===== config.mk =====
export PLATFORM = sky130hd
export DESIGN_NAME = adc_vch_sched
export DESIGN_NICKNAME = d
export VERILOG_FILES = /design/src/rtl/adc_sched_pkg.sv /design/src/rtl/adc_sched_clkdiv.sv /design/src/rtl/adc_sched_trig.sv /design/src/rtl/adc_sched_delay.sv /design/src/rtl/adc_vch_sched.sv
export SDC_FILE = /design/constraint.sdc
export NUM_CORES = 1
export LEC_CHECK = 0
export BUFFER_PORTS_ARGS = -buffer_cell sky130_fd_sc_hd__buf_4
export CAP_MARGIN = 20
export CORE_MARGIN = 3
export CORE_UTILIZATION = 55
export CTS_CLUSTER_DIAMETER = 60
export DETAILED_ROUTE_END_ITERATION = 7
export GPL_TIMING_DRIVEN = 0
export PLACE_DENSITY = 0.76
export SLEW_MARGIN = 30
export SYNTH_ARGS = -nofsm -noshare
export SYNTH_HDL_FRONTEND = slang
export SYNTH_SLANG_ARGS = --single-unit

===== constraint.sdc =====
create_clock -name clk -period 3 [get_ports clk]
set_clock_uncertainty 0.05 [all_clocks]
set_input_delay 0 -clock clk [delete_from_list [all_inputs] [get_ports clk]]
set_output_delay 0 -clock clk [all_outputs]
set_load 0.005 [all_outputs]

===== src/rtl/adc_sched_pkg.sv =====
package adc_sched_pkg;
  localparam int NCH     = 4;
  localparam int NEVT    = 8;
  localparam int LAT_HI  = 7;
  localparam int LAT_LO  = 5;
  localparam int DEPTH   = LAT_HI + 1;
  localparam int CH_W    = $clog2(NCH);

  typedef enum logic [2:0] {
    EVM_NONE  = 3'd0,
    EVM_SWEEP = 3'd5,
    EVM_SYNC  = 3'd6,
    EVM_OFF7  = 3'd7
  } evmode_e;

  function automatic logic [NCH-1:0] lowest_bit(input logic [NCH-1:0] m);
    return m & (~m + NCH'(1));
  endfunction

  function automatic logic [CH_W-1:0] bit_index(input logic [NCH-1:0] oh);
    logic [CH_W-1:0] r;
    r = '0;
    for (int i = 0; i < NCH; i++)
      if (oh[i]) r = CH_W'(i);
    return r;
  endfunction
endpackage


===== src/rtl/adc_sched_clkdiv.sv =====
module adc_sched_clkdiv #(
  parameter int CODE_W = 3,
  parameter int SHIFT0 = 2
) (
  input  logic              clk,
  input  logic              rst,
  input  logic              restart,
  input  logic [CODE_W-1:0] code,
  output logic              tick
);
  localparam int CNT_W = SHIFT0 + (1 << CODE_W);

  logic [CNT_W-1:0] cnt_q;
  logic [CNT_W-1:0] last;

  assign last = (CNT_W'(1) << (SHIFT0 + int'(code))) - CNT_W'(1);

  always_ff @(posedge clk) begin
    if (rst || restart) begin
      cnt_q <= '0;
      tick  <= 1'b0;
    end else if (cnt_q >= last) begin
      cnt_q <= '0;
      tick  <= 1'b1;
    end else begin
      cnt_q <= cnt_q + CNT_W'(1);
      tick  <= 1'b0;
    end
  end
endmodule


===== src/rtl/adc_sched_trig.sv =====
module adc_sched_trig
  import adc_sched_pkg::*;
(
  input  logic [2:0]      win,
  input  logic [2:0]      evmode,
  input  logic [1:0]      sweep,
  input  logic [NEVT-1:0] evt_in,
  output logic [NCH-1:0]  chan_req,
  output logic [NCH-1:0]  sweep_mask,
  output logic            sweep_hit,
  output logic            sync_hit
);
  logic [2:0]      base;
  logic [2:0]      width;
  logic [NEVT-1:0] shifted;

  always_comb begin
    case (win)
      3'd5:    begin base = 3'd4; width = 3'd3; end
      3'd6:    begin base = 3'd6; width = 3'd2; end
      3'd7:    begin base = 3'd7; width = 3'd1; end
      default: begin base = win;  width = 3'd4; end
    endcase
  end

  assign shifted = evt_in >> base;

  genvar k;
  generate
    for (k = 0; k < NCH; k++) begin : g_ch
      assign chan_req[k] = shifted[k] && (3'(k) < width) &&
                           (evmode >= 3'd1) && (evmode <= 3'd4) &&
                           (3'(k) < evmode);
      assign sweep_mask[k] = (k <= int'(sweep));
    end
  endgenerate

  assign sweep_hit = shifted[0] && (evmode == EVM_SWEEP);
  assign sync_hit  = shifted[0] && (evmode == EVM_SYNC);
endmodule


===== src/rtl/adc_sched_delay.sv =====
module adc_sched_delay #(
  parameter int NCH   = 4,
  parameter int DEPTH = 8,
  localparam int IDX_W = $clog2(DEPTH)
) (
  input  logic             clk,
  input  logic             rst,
  input  logic             flush,
  input  logic             advance,
  input  logic             ins_valid,
  input  logic [IDX_W-1:0] ins_idx,
  input  logic [NCH-1:0]   ins_mask,
  output logic [NCH-1:0]   head
);
  logic [NCH-1:0] line_q [DEPTH];

  genvar i;
  generate
    for (i = 0; i < DEPTH; i++) begin : g_stage
      logic [NCH-1:0] from_up;
      if (i == DEPTH - 1) begin : g_top
        assign from_up = '0;
      end else begin : g_mid
        assign from_up = line_q[i+1];
      end
      always_ff @(posedge clk) begin
        if (rst || flush)
          line_q[i] <= '0;
        else if (advance)
          line_q[i] <= from_up |
                       ((ins_valid && (ins_idx == IDX_W'(i))) ? ins_mask : '0);
      end
    end
  endgenerate

  assign head = line_q[0];
endmodule


===== src/rtl/adc_vch_sched.sv =====
module adc_vch_sched
  import adc_sched_pkg::*;
(
  input  logic            clk,
  input  logic            rst,
  input  logic [2:0]      cfg_div,
  input  logic            cfg_res8,
  input  logic [3:0]      cfg_gain,
  input  logic            cfg_free,
  input  logic [1:0]      cfg_sweep,
  input  logic [2:0]      cfg_win,
  input  logic [2:0]      cfg_evmode,
  input  logic [3:0]      sw_start,
  input  logic [7:0]      evt_in,
  output logic            adc_tick,
  output logic            start_valid,
  output logic [1:0]      start_ch,
  output logic            done,
  output logic [1:0]      done_ch
);
  localparam int IDX_W = $clog2(DEPTH);

  logic [NCH-1:0] chan_req, sweep_mask, pend_q, eff, pick, head, expire;
  logic [NCH-1:0] left_q;
  logic           sweep_hit, sync_hit, tick_eff, start_now;
  logic [IDX_W-1:0] ins_idx;

  adc_sched_clkdiv #(.CODE_W(3), .SHIFT0(2)) u_div (
    .clk(clk), .rst(rst), .restart(sync_hit), .code(cfg_div), .tick(adc_tick)
  );

  adc_sched_trig u_trig (
    .win(cfg_win), .evmode(cfg_evmode), .sweep(cfg_sweep), .evt_in(evt_in),
    .chan_req(chan_req), .sweep_mask(sweep_mask),
    .sweep_hit(sweep_hit), .sync_hit(sync_hit)
  );

  always_comb begin
    tick_eff  = adc_tick && !sync_hit;
    eff       = pend_q | ((cfg_free && pend_q == '0) ? sweep_mask : '0);
    pick      = lowest_bit(eff);
    start_now = tick_eff && (eff != '0);
    ins_idx   = IDX_W'((cfg_res8 ? LAT_LO : LAT_HI) - 1) +
                IDX_W'(cfg_gain[bit_index(pick)]);
    expire    = tick_eff ? head : '0;
  end

  adc_sched_delay #(.NCH(NCH), .DEPTH(DEPTH)) u_line (
    .clk(clk), .rst(rst), .flush(sync_hit), .advance(tick_eff),
    .ins_valid(start_now), .ins_idx(ins_idx), .ins_mask(pick), .head(head)
  );

  always_ff @(posedge clk) begin
    if (rst) begin
      pend_q <= '0;
    end else if (sync_hit) begin
      pend_q <= sweep_mask | sw_start;
    end else begin
      pend_q <= (tick_eff ? (eff & ~pick) : pend_q) | sw_start | chan_req |
                (sweep_hit ? sweep_mask : '0);
    end
  end

  always_ff @(posedge clk) begin
    if (rst) begin
      start_valid <= 1'b0;
      start_ch    <= '0;
    end else begin
      start_valid <= start_now;
      if (start_now) start_ch <= bit_index(pick);
    end
  end

  always_ff @(posedge clk) begin
    if (rst || sync_hit) begin
      done    <= 1'b0;
      done_ch <= '0;
      left_q  <= '0;
    end else if (expire != '0) begin
      done    <= 1'b1;
      done_ch <= bit_index(lowest_bit(expire));
      left_q  <= expire & ~lowest_bit(expire);
    end else if (left_q != '0) begin
      done    <= 1'b1;
      done_ch <= bit_index(lowest_bit(left_q));
      left_q  <= left_q & ~lowest_bit(left_q);
    end else begin
      done    <= 1'b0;
    end
  end
endmodule


==> reports/metrics.yaml <==
outcome:
  status: "finished, final reports clean"
yosys:
  synth-seq-area-share_pct: 45.1
  synthDistinctLibCells: 57
  synthCells: 314
  asyncSetResetFlopFracSynth_pct: 0
  synth.avg_cell_area_um2: 10.2
  synth_enable_flop_cells: 32
  number_of_synthesized_register_bits: 56
  dominantRegCellSynth: "sky130_fd_sc_hd__edfxtp_1"
  ys_warn_count: 0
  syn-cell-area_um2: 3200
  mappedNetlistNets: 361
setup_path:
  r2r_setup_slack_ns: 0.58
  worst_stage_delay_on_the_critical_path_ns: 0.68
  reg2reg_to: "pend_q[3]"
  worstSetupStartpoint: "cfg_div[1]"
  timing.critical_path.slowest_stage_cell: "sky130_fd_sc_hd__a2111oi_0"
  setup.worst_path.class: "primary input to flop"
  cell_chain_of_the_critical_path: "buf_4 -> inv_1 -> ha_1 -> clkbuf_1 -> a211oi_1 -> ha_1 -> a21o_1 -> a21o_1 -> a2111oi_0 -> o211ai_2 -> nor2_1"
  r2r-start: "pend_q[0]"
  startpoint_kind_of_the_worst_setup_timing_path: "primary input"
  worst-path-max-fanout: 12
  r2r_cells: 7
  timing.critical_path.to_type: "flop"
  crit_arrival_ns: 2.83
  critical_path_required_ns: 3.20
layout:
  area_growth_pct: 15.0
  antenna-diode-count: 0
  fin_cells: 431
  number_of_filler_instances_in_the_final_layout: 457
  nNetsFinal: 405
  final_design_area_no_fill_um2: 3680
  drive_above_1_share_pct: 16.2
cts:
  cts_num_sinks: 56
  tritoncts: "yes"
  cts_inserted_buffers: 5
  worstSkewPairLatency_ns: 0.31
  ctsHtreeMaxLevel: 2
  post_cts.resized_instances: 0
  clkTransAtPathRegs_ns: 0.11
  root_buffer: "sky130_fd_sc_hd__clkbuf_8"
  clock_path_buffers: 2
pwr:
  power.leakage_nw: 1.44
  p_sw_w: 0.000400
  switching_share_pct: 26.5
  power_report.internal_total_w: 0.00111
  clock_power_share_pct: 29.3
  power.ir.vdd_worst_mv: 0.266
  comb_power_share_pct: 13.7
  power.share.sequential_pct: 57.0
  p_per_area_nw_per_um2: 410
timing:
  fmaxAchievable_mhz: 380
  period_minus_slack_ns: 2.63
  hold_viol: 0
  worst_pin_slew_ns: 0.723
  rsz0062_at_grt: "no"
  aggregate_negative_setup_slack_ns: 0
  maxSlewHeadroom_pct: 50.6
  timing_max_transition_violations_final: 0
  final_min_period_over_clock_period_pct: 87.7
  setup-violations-final: 0
placement:
  gp_congestion: 0.859
  placement.io_buffers: 32
  postPlaceCellArea_um2: 3530
  dpl.cell_count: 418
  dp_hpwl_um: 4830
worst_hold_path:
  hold_path_class: "primary input to flop"
  min-delay-start: "cfg_free"
  hold_path_end: "start_ch[1]"
  whs_path_depth: 4
route:
  ant_nets: 0
  first_pass_iters: 5
  detailroute.via_count: 2513
  detail_route.vias_per_cell: 5.83
  drt-total-wl_um: 6560
  initialDrtViolationCount: 99
  remaining_drc_errors: 0
  routed_wire_length_per_instance_um: 15.2
global_route:
  grt_antenna_before_repair: 0
  overflow: 0
  grt_use_total_pct: 20.8
  first_global_vias: 2440
  grt_max_degree: 33
  wire_length_of_the_first_global_routing_pass_um: 11000
floorplan:
  fp.dieArea_um2: 6760
  number_of_placement_rows: 27
  floorplan.initialDensity_pct: 57.3
  floorplan.io_pins: 38
  core-area_um2: 5570
  y_dimension_of_the_die_um: 82.2
  die_x_um: 82.2
run:
  cap_violations: 0
==> routing by layer <==
metal	up-vias	global-route usage, %	wire, um
li1	1254	-	-
met1	1179	27.2	2930
met2	73	35.2	3250
met3	7	4.45	328
met4	0	4.65	48
met5	-	0	0
==> layout make-up <==
type	instances	area [um^2]	share of cell area [%]
Buffer	14	68.8	1.87
Clock buffer	5	68.8	1.87
Clock inverter	3	28.8	0.783
Inverter	18	67.6	1.84
Multi-Input combinational cell	226	1620	44.1
Sequential cell	56	1440	39.2
Tap cell	72	90.1	2.45
Timing Repair Buffer	37	290	7.90
==> per-stage QoR <==
step	hold WS, ns	setup WS [ns]	power [W]	utilization (%)
3_5_place_dp	0.231	0.0575	0.00107	63.3
5_1_grt	0.0365	0.155	0.00157	65.9
3_3_place_gp	0.214	0.105	0.00107	63.3
4_1_cts	0.00473	0.378	0.00152	65.9
6_report	0.0241	0.368	0.00151	65.9
2_1_floorplan	0.102	0.535	0.00100	-
==> power groups by stage <==
stage | clock [W] | combinational, W | sequential, W
final | 0.000441 | 0.000206 | 0.000859
after global routing | 0.000478 | 0.000232 | 0.000863
after CTS | 0.000452 | 0.000205 | 0.000859
after detailed placement | 0 | 0.000199 | 0.000876
after global placement | 0 | 0.000193 | 0.000875
after floorplan | 0 | 0.000132 | 0.000870
==> worst max path at each step <==
stage                      endpoint  slack, ns  depth (start not counted)
2_1_floorplan   u_line.line_q[0][0]       0.53                          6
3_3_place_gp   u_line.line_q[1][12]       0.11                          6
3_5_place_dp         u_div.cnt_q[4]       0.06                         11
4_1_cts              u_div.cnt_q[4]       0.38                         11
5_1_grt              u_div.cnt_q[4]       0.16                         11
6_report             u_div.cnt_q[4]       0.37                         11
==> critical path, delay by kind of cell <==
family / cells / cell delay [ns]
AO/OA/AOI/OAI: 5 / 1.60
buffers and inverters: 3 / 0.47
adder cells (fa/ha/maj): 2 / 0.58
AND/OR/NAND/NOR: 1 / 0.18
==> cell usage in the layout (no fill, tap or decap), types with 6 or more instances in the layout <==
cell	n
sky130_fd_sc_hd__nor2_1	22
sky130_fd_sc_hd__dfxtp_1	24
sky130_fd_sc_hd__and2_1	24
sky130_fd_sc_hd__xor2_1	6
sky130_fd_sc_hd__o21ai_0	13
sky130_fd_sc_hd__o31ai_1	6
sky130_fd_sc_hd__nand3_1	7
sky130_fd_sc_hd__nand2_1	14
sky130_fd_sc_hd__inv_1	18
sky130_fd_sc_hd__edfxtp_1	32
sky130_fd_sc_hd__nor3_1	7
sky130_fd_sc_hd__buf_4	32
sky130_fd_sc_hd__clkbuf_1	11
sky130_fd_sc_hd__a21oi_1	22
sky130_fd_sc_hd__o32ai_1	7
sky130_fd_sc_hd__ha_1	16
==> registers in the layout (all words and copies together), names as in the netlist <==
register and count:
done 1, done_ch 2, left_q 3, pend_q 4, start_ch 2, start_valid 1
u_div.cnt_q 10, u_div.tick 1, u_line.line_q 32
==> logic make-up (layout without fill, tap and decap cells) <==
group / count (synthesis) / after routing / share of synthesized area [%]
AO/OA/AOI/OAI: 85 / 85 / 19.3
XOR/XNOR: 10 / 10 / 2.74
adder cells (fa/ha/maj): 16 / 16 / 6.26
buffers and inverters: 32 / 77 / 4.27
flip-flops: 56 / 56 / 45.1
multiplexers: 10 / 10 / 4.31
AND/OR/NAND/NOR: 105 / 105 / 18.0
==> Yosys cell counts, types with 7 or more instances <==
library cell	n	area (um^2)
sky130_fd_sc_hd__and2_1	24	150
sky130_fd_sc_hd__nand3_1	7	35.0
sky130_fd_sc_hd__o32ai_1	7	61.3
sky130_fd_sc_hd__nor2_1	22	82.6
sky130_fd_sc_hd__o21ai_0	13	65.1
sky130_fd_sc_hd__clkbuf_1	11	41.3
sky130_fd_sc_hd__inv_1	18	67.6
sky130_fd_sc_hd__edfxtp_1	32	961
sky130_fd_sc_hd__a21oi_1	22	110
sky130_fd_sc_hd__nand2_1	15	56.3
sky130_fd_sc_hd__dfxtp_1	24	480
sky130_fd_sc_hd__nor3_1	7	35.0
sky130_fd_sc_hd__ha_1	16	200
==> repair_timing <==
action	in CTS	in global routing
buffers inserted	0	0
hold buffers	5	0
endpoints found under the hold margin	4	0
No activity file was read; power rests on OpenSTA's default activity.
